--- src/rtl/sleep_pkg.sv ---
package sleep_pkg;
  typedef enum logic [1:0] {
    EXIT_NONE  = 2'd0,
    EXIT_TIMER = 2'd1,
    EXIT_CS    = 2'd2
  } exit_e;
endpackage

--- src/rtl/slp_cs_edge.sv ---
module slp_cs_edge #(
  parameter int STAGES = 2
) (
  input  logic clk,
  input  logic rst,
  input  logic cs_n_in,
  output logic cs_rise,
  output logic cs_fall
);
  logic [STAGES-1:0] sync_q;
  logic              prev_q;

  for (genvar i = 0; i < STAGES; i++) begin : g_stage
    if (i == 0) begin : g_first
      always_ff @(posedge clk) begin
        if (rst) sync_q[0] <= 1'b1;
        else     sync_q[0] <= cs_n_in;
      end
    end else begin : g_next
      always_ff @(posedge clk) begin
        if (rst) sync_q[i] <= 1'b1;
        else     sync_q[i] <= sync_q[i-1];
      end
    end
  end

  always_ff @(posedge clk) begin
    if (rst) prev_q <= 1'b1;
    else     prev_q <= sync_q[STAGES-1];
  end

  assign cs_rise = sync_q[STAGES-1] & ~prev_q;
  assign cs_fall = ~sync_q[STAGES-1] & prev_q;
endmodule

--- src/rtl/slp_countdown.sv ---
module slp_countdown #(
  parameter int CNT_W = 8
) (
  input  logic             clk,
  input  logic             rst,
  input  logic             load,
  input  logic [CNT_W-1:0] load_val,
  input  logic             run,
  input  logic             tick,
  output logic             expire
);
  localparam logic [CNT_W-1:0] ONE = CNT_W'(1);

  logic [CNT_W-1:0] cnt_q;
  logic             forever_q;

  always_ff @(posedge clk) begin
    if (rst) begin
      cnt_q     <= '0;
      forever_q <= 1'b0;
    end else if (load) begin
      cnt_q     <= load_val;
      forever_q <= (load_val == '0);
    end else if (run && tick && !forever_q) begin
      cnt_q <= cnt_q - ONE;
    end
  end

  assign expire = run & tick & ~forever_q & (cnt_q == ONE);


  cnt_hold_chk: assert property (@(posedge clk) disable iff (rst)
    (!load && !tick) |=> $stable(cnt_q));
endmodule

--- src/rtl/sleep_ctrl.sv ---
module sleep_ctrl #(
  parameter int REG_W       = 16,
  parameter int CNT_W       = 8,
  parameter int SYNC_STAGES = 2
) (
  input  logic             clk,
  input  logic             rst,
  input  logic             tick_half_s,
  input  logic             wr_en,
  input  logic [REG_W-1:0] wr_data,
  input  logic             cs_n,
  output logic             sleep_o,
  output logic             wake_o
);
  import sleep_pkg::*;

  logic  cs_rise, cs_fall, expire;
  logic  sleep_q, wake_q, armed_q;
  exit_e exit_sel;

  slp_cs_edge #(.STAGES(SYNC_STAGES)) u_cs (
    .clk     (clk),
    .rst     (rst),
    .cs_n_in (cs_n),
    .cs_rise (cs_rise),
    .cs_fall (cs_fall)
  );

  slp_countdown #(.CNT_W(CNT_W)) u_cnt (
    .clk      (clk),
    .rst      (rst),
    .load     (wr_en),
    .load_val (wr_data[CNT_W-1:0]),
    .run      (sleep_q),
    .tick     (tick_half_s),
    .expire   (expire)
  );

  always_comb begin
    exit_sel = EXIT_NONE;
    if (sleep_q && !wr_en) begin
      if (expire)                exit_sel = EXIT_TIMER;
      else if (armed_q && cs_rise) exit_sel = EXIT_CS;
    end
  end

  always_ff @(posedge clk) begin
    if (rst) begin
      sleep_q <= 1'b0;
      wake_q  <= 1'b0;
      armed_q <= 1'b0;
    end else begin
      wake_q <= (exit_sel != EXIT_NONE);
      if (wr_en) begin
        sleep_q <= 1'b1;
        armed_q <= 1'b0;
      end else if (exit_sel != EXIT_NONE) begin
        sleep_q <= 1'b0;
        armed_q <= 1'b0;
      end else if (sleep_q && cs_fall) begin
        armed_q <= 1'b1;
      end
    end
  end

  assign sleep_o = sleep_q;
  assign wake_o  = wake_q;


  write_sleeps_chk: assert property (@(posedge clk) disable iff (rst)
    wr_en |=> sleep_o);

  wake_single_chk: assert property (@(posedge clk) disable iff (rst)
    wake_o |=> !wake_o);

  wake_after_sleep_chk: assert property (@(posedge clk) disable iff (rst)
    wake_o |-> (!sleep_o && $past(sleep_o)));

  stay_awake_chk: assert property (@(posedge clk) disable iff (rst)
    (!sleep_o && !wr_en) |=> !sleep_o);
endmodule

--- config.mk ---
export PLATFORM = sky130hd
export DESIGN_NAME = sleep_ctrl
export DESIGN_NICKNAME = d
export VERILOG_FILES = /design/src/rtl/sleep_pkg.sv /design/src/rtl/slp_cs_edge.sv /design/src/rtl/slp_countdown.sv /design/src/rtl/sleep_ctrl.sv
export SDC_FILE = /design/constraint.sdc
export NUM_CORES = 1
export LEC_CHECK = 0
export BUFFER_PORTS_ARGS = -buffer_cell sky130_fd_sc_hd__buf_2
export CORE_UTILIZATION = 52
export DETAILED_ROUTE_END_ITERATION = 6
export GPL_ROUTABILITY_DRIVEN = 0
export MAX_ROUTING_LAYER = met4
export PLACE_DENSITY = 0.82
export SYNTH_ARGS = -nofsm -noshare
export SYNTH_HDL_FRONTEND = slang
export SYNTH_HIERARCHICAL = 1
export SYNTH_SLANG_ARGS = --single-unit
--- constraint.sdc ---
create_clock -name clk -period 2.3 [get_ports clk]
set_input_delay 0.46 -clock clk [delete_from_list [all_inputs] [get_ports clk]]
set_output_delay 0.46 -clock clk [all_outputs]
set_load 0.01 [all_outputs]
==> results of run 1 <==
routing by layer:
metal | up-vias | share of wire (%)
met5 | - | 0
met4 | 0 | 1.5
met3 | 2 | 4.5
met2 | 21 | 43
met1 | 324 | 51
li1 | 362 | -
per-stage QoR:
| stage | setup WS (ps) | power, mW | cell area (µm²) |
|---|---|---|---|
| 2_1_floorplan | 814 | 0.342 | 749 |
| 3_5_place_dp | 596 | 0.374 | 838 |
| 3_3_place_gp | 633 | 0.370 | 838 |
| 4_1_cts | 548 | 0.522 | 866 |
| 6_report | 516 | 0.521 | 866 |
| 5_1_grt | 287 | 0.546 | 866 |
area by class of cell:
type                       instances  share of cell area, %
inverter                           5                   2.17
timing repair buffer              15                   8.96
clock inverter                     1                  0.578
multi-input combinational         64                   48.8
sequential                        15                   34.7
clock buffer                       3                   2.60
tap                               15                   2.17
worst paths after layout:
path                                      from             end  slack (ps)  cells after the start
worst min register to register  u_cs/sync_q[0]  u_cs/sync_q[1]         410                      1
worst max register to register  u_cnt/cnt_q[2]         armed_q         520                      6
worst max-delay path            u_cnt/cnt_q[2]         armed_q         520                      6
worst min-delay path                      cs_n  u_cs/sync_q[0]         350                      2
flip-flops by register name, indices dropped and copies added (netlist names):
signal and count:
u_cnt/forever_q 1, wake_o 1, armed_q 1, sleep_o 1, u_cs/prev_q 1, u_cnt/cnt_q 8
u_cs/sync_q 2
synthesized netlist by cell type, types with 2 or more instances:
cell      instances  area share (%)
o41ai_1           2             2.3
inv_1             5             2.5
a311oi_1          5             5.8
or4_1             2             2.0
dfxtp_1          15              40
or2_1             3             2.5
nand4b_1          3             3.5
ha_1              2             3.3
nor2_1           11             5.5
nor4_1            3             2.5
nor2b_1           2             1.7
nand2_1           7             3.5
a21oi_1           4             2.7
o31ai_1           2             2.0
power groups by stage:
| stage | sequential (mW) | combinational [mW] | clock, mW |
|---|---|---|---|
| 6_report | 0.288 | 0.0811 | 0.152 |
| 5_1_grt | 0.290 | 0.0887 | 0.167 |
| 4_1_cts | 0.287 | 0.0803 | 0.155 |
| 3_5_place_dp | 0.294 | 0.0800 | 0 |
| 3_3_place_gp | 0.293 | 0.0769 | 0 |
| 2_1_floorplan | 0.292 | 0.0498 | 0 |
worst max-delay path: cells and delay by family (launching register included):
family | cells | cell delay, ps
compound gates | 2 | 330
simple gates | 4 | 960
flops | 1 | 380
kinds of logic (layout without fill, tap and decap cells):
kind of cell	Yosys count	count (layout)
AND/OR/NAND/NOR	42	42
AO/OA/AOI/OAI	19	19
flip-flops	15	15
buffers and inverters	7	24
adder cells (fa/ha/maj)	2	2
XOR/XNOR	1	1
==> flow_metrics.py, run 1 <==
metrics = {
    "status": {
        "status": "finished clean",
    },
    "drt": {
        "drt_first_pass_iters": 5,
        "dr.first_iter.drc_count": 20,
        "routed-via-count": 709,
        "post_drt_wl_per_cell_um": 13.1,
        "via_per_inst": 6.01,
        "routed_wl_um": 1550,
        "route.detailed.drc": 0,
        "ant_nets": 0,
    },
    "synth": {
        "ys_types": 34,
        "synth-xor-area-share_pct": 1.17,
        "synth_top_family_by_area": "simple AND/OR/NAND/NOR gates",
        "synth_warnings": 6,
        "netlist_area_um2": 749,
        "synth_compound_gate_area_share_pct": 18.7,
        "synth_mux_area_share_pct": 0,
        "synthAdderAreaFrac_pct": 3.34,
        "yosysSeqAreaShare_pct": 40.1,
        "synth_edf_count": 0,
        "syn_inst": 86,
        "synth-main-ff-cell": "dfxtp_1",
        "synth-async-reset-ratio_pct": 0,
        "syn_avg_cell_area_um2": 8.71,
        "ys_ff_latch": 15,
        "syn-num-nets": 109,
        "yosys.area_share.simple_pct": 33.2,
    },
    "clock_tree": {
        "postCtsHoldBufs": 0,
        "cts-htree-levels": 1,
        "cts_root_buf": "clkbuf_4",
        "cts_tree": "done",
        "clk_pin_slew_ps": 100,
        "numCtsBuffers": 3,
        "numClockSinks": 15,
        "cts_max_path_buffers": 2,
        "post_cts_buffers": 0,
        "clk_latency_ps": 280,
        "ctsResizeCount": 0,
    },
    "grt": {
        "antenna_found_initial": 0,
        "grt_pass1_vias": 555,
        "grt_use_met3_pct": 3.33,
        "met2_usage_pct": 31.0,
        "grt.met1_usage_pct": 32.5,
        "grt_remaining_overflow": 0,
        "grt_usage_pct": 23.1,
        "grt_max_degree": 16,
        "top_usage_layer": "met1",
        "grt_pass1_wl_um": 2350,
    },
    "layout": {
        "layout_commonest_cell": "dfxtp_1",
        "n_fill_cell": 116,
        "utilization_pct": 65.7,
        "fin_nets": 127,
        "multiInputGateArea_um2": 423,
        "regArea_um2": 300,
        "num_antenna_cells": 0,
        "fin_cells": 118,
        "final_cell_mix": "dfxtp_1, buf_2, nor2_1",
        "final_layout_size_suffix_gt1_share_pct": 21.4,
        "area_growth_pct": 15.5,
    },
    "pwr": {
        "clkPwrFrac_pct": 29.2,
        "power_density_nw_per_um2": 602,
        "netSwitchingFraction_pct": 28.1,
        "p_seq_share_pct": 55.2,
        "cellInternalPower_mw": 0.375,
        "vdd_ir_drop_max_uv": 403,
        "netSwitchingPower_mw": 0.146,
        "combPwrFrac_pct": 15.6,
        "power.leakage_nw": 0.330,
    },
    "floorplanning": {
        "dieArea_um2": 1600,
        "die_w_um": 40.0,
        "rows": 13,
        "core_um2": 1320,
        "die_h_um": 40.0,
        "start_util_pct": 56.9,
        "ioPinCount": 23,
    },
    "worst_hold_path": {
        "hp-class": "primary input to flip-flop",
    },
    "sta": {
        "setup-violations-final": 0,
        "fmax_mhz": 561,
        "worst_pin_slew_ps": 498,
        "rsz0062_at_grt": "no",
        "fin_crit_ps": 1780,
        "hold_ws_ps": 351,
        "setup_tns_ps": 0,
        "finalMaxSlewViolations": 0,
        "hold_viol_final": 0,
        "fin_crit_sh_pct": 77.5,
        "skew_ps": 4.66,
        "slew_headroom_pct": 66.5,
    },
    "critical_path": {
        "cpMaxStageDelayCell": "nor4_1",
        "endpoint_kind": "flip-flop",
        "criticalPathCategory": "flip-flop to flip-flop",
        "critical_path.max_stage_delay_ps": 450,
        "crit_chain": "nor3_1, nand2_1, nor4_1, o21ai_0, a21oi_1, nor3_2",
        "required_ps": 2480,
        "startpoint_type": "flip-flop",
        "worstPathArrival_ps": 1960,
        "critPathMaxFanout": 7,
    },
    "run": {
        "maxCapViolCount": 0,
    },
    "placement": {
        "hpwl_um": 1080,
        "port_buffers": 14,
        "place_inst": 114,
    },
}
No activity file was read; power rests on OpenSTA's default activity.
==> run 2: changes to the inputs <==
CORE_UTILIZATION = 43   (was 52)
PLACE_DENSITY = 0.72   (was 0.82)
clock period = 1.52 ns   (was 2.3 ns; I/O delays follow)
==> run 2 against run 1 <==
The run now ends with DRC, setup timing left. Sequential power increased by 51%. Combinational power up 120%. Total power increased by 64%. Hold slack lost 160 ps. Critical path type unchanged. Sequential share of layout area is 4.2 points lower. Largest power group unchanged.
==> flow_metrics.py, run 2 (synthesis results as in run 1) <==
metrics = {
    "critical_path": {
        "worstPathArrival_ps": 1810,
        "endpoint_kind": "flip-flop",
        "critPathMaxFanout": 4,
        "required_ps": 1740,
        "criticalPathCategory": "flip-flop to flip-flop",
        "startpoint_type": "flip-flop",
    },
    "drt": {
        "ant_nets": 0,
        "routed-via-count": 769,
        "dr.first_iter.drc_count": 24,
        "route.detailed.drc": 1,
        "post_drt_wl_per_cell_um": 14.8,
        "routed_wl_um": 1940,
        "drt_first_pass_iters": 6,
        "via_per_inst": 5.87,
    },
    "grt": {
        "grt_remaining_overflow": 0,
        "met2_usage_pct": 33.4,
        "grt_pass1_vias": 693,
        "grt_pass1_wl_um": 3050,
        "antenna_found_initial": 0,
        "top_usage_layer": "met2",
        "grt_use_met3_pct": 2.50,
        "grt_usage_pct": 22.5,
        "grt_max_degree": 16,
        "grt.met1_usage_pct": 30.1,
    },
    "layout": {
        "final_cell_mix": "buf_2, buf_4, dfxtp_1",
        "regArea_um2": 307,
        "n_fill_cell": 126,
        "area_growth_pct": 34.1,
        "top_regs": "u_cnt/cnt_q: 8 flops, u_cs/sync_q: 2 flops",
        "largest_register_ffs": 8,
        "final_layout_size_suffix_gt1_share_pct": 39.1,
        "layout_commonest_cell": "buf_2",
        "fin_cells": 131,
        "multiInputGateArea_um2": 465,
        "fin_nets": 139,
        "top_register": "u_cnt/cnt_q",
        "num_antenna_cells": 0,
    },
    "clock_tree": {
        "cts_root_buf": "clkbuf_4",
        "postCtsHoldBufs": 0,
        "cts-htree-levels": 1,
        "cts_max_path_buffers": 2,
        "clk_latency_ps": 300,
        "clk_pin_slew_ps": 100,
        "cts_tree": "done",
        "numClockSinks": 15,
        "numCtsBuffers": 3,
    },
    "pwr": {
        "vdd_ir_drop_max_uv": 637,
        "power.leakage_nw": 0.396,
        "power_density_nw_per_um2": 851,
    },
    "placement": {
        "pre_cts_ws_ps": -21.1,
        "place_inst": 125,
        "port_buffers": 14,
        "hpwl_um": 1330,
    },
    "sta": {
        "finalMaxSlewViolations": 0,
        "worst_pin_slew_ps": 385,
        "fin_crit_sh_pct": 104,
        "hold_viol_final": 0,
        "slew_headroom_pct": 74.1,
        "skew_ps": 12.6,
        "fmax_mhz": 630,
        "setup-violations-final": 2,
        "fin_crit_ps": 1590,
        "rsz0062_at_grt": "yes",
        "layout_setup_ws_ps": -66.5,
    },
    "floorplanning": {
        "rows": 14,
        "ioPinCount": 23,
        "die_w_um": 43.8,
        "start_util_pct": 48.1,
        "die_h_um": 43.8,
        "dieArea_um2": 1910,
        "core_um2": 1560,
    },
    "worst_hold_path": {
        "hp-class": "primary input to flip-flop",
    },
    "status": {
        "status": "finished with violations",
        "failed_checks": "DRC, setup timing",
    },
    "run": {
        "maxCapViolCount": 0,
    },
}
run 2: cell count changes in the layout (fill, tap and decap cells not counted), sizes merged:
cell,previous run,this run
buf,15,27
clkbuf,3,4
clkinv,1,0
run 2: per-stage QoR:
stage	power (mW)	TNS (ps)	instance area, µm²	utilization [%]	hold WS, ps
2_1_floorplan	0.518	0	749	-	373
3_3_place_gp	0.589	0	915	58.7	386
3_5_place_dp	0.594	-22.3	915	58.7	395
4_1_cts	0.826	0	955	61.2	202
5_1_grt	0.895	-330	1000	64.4	199
6_report	0.855	-109	1000	64.4	196
run 2: layout make-up:
| cell class | count | area share, % |
|---|---|---|
| Timing Repair Buffer | 27 | 16.7 |
| Inverter | 5 | 1.87 |
| Sequential cell | 15 | 30.5 |
| Clock buffer | 4 | 2.62 |
| Multi-Input combinational cell | 64 | 46.3 |
| Tap cell | 16 | 1.99 |
run 2: worst paths after layout:
| check | from | to | slack (ps) | cells past startpoint |
|---|---|---|---|---|
| hold reg to reg | u_cs/sync_q[0] | u_cs/sync_q[1] | 410 | 1 |
| setup reg to reg | u_cnt/cnt_q[0] | u_cnt/cnt_q[6] | -70 | 5 |
| setup / recovery | u_cnt/cnt_q[0] | u_cnt/cnt_q[6] | -70 | 5 |
| hold / removal | cs_n | u_cs/sync_q[0] | 200 | 2 |
run 2: timing repair:
item                       CTS  global route
resized for setup            2            12
pin swaps                    1             6
setup buffers                1             1
setup endpoints to repair    3             6
cloned                       0             0
run 2: metal layers:
metal,up-vias,part of all wire (%)
met5,-,0
met4,0,2.2
met3,4,4.7
met2,24,48
met1,358,45
li1,383,-
run 2: critical path, cell delays in order, from the launching register on:
cell,delay (ps)
dfxtp_2,340
inv_2,60
ha_1,140
nand4b_1,200
or4_4,540
a311oi_2,230
run 2: where the power goes:
group | leakage, nW | internal, mW | total, mW | switching [mW]
Clock | 0.0150 | 0.102 | 0.243 | 0.140
Combinational | 0.255 | 0.0881 | 0.177 | 0.0890
Sequential | 0.125 | 0.415 | 0.436 | 0.0205
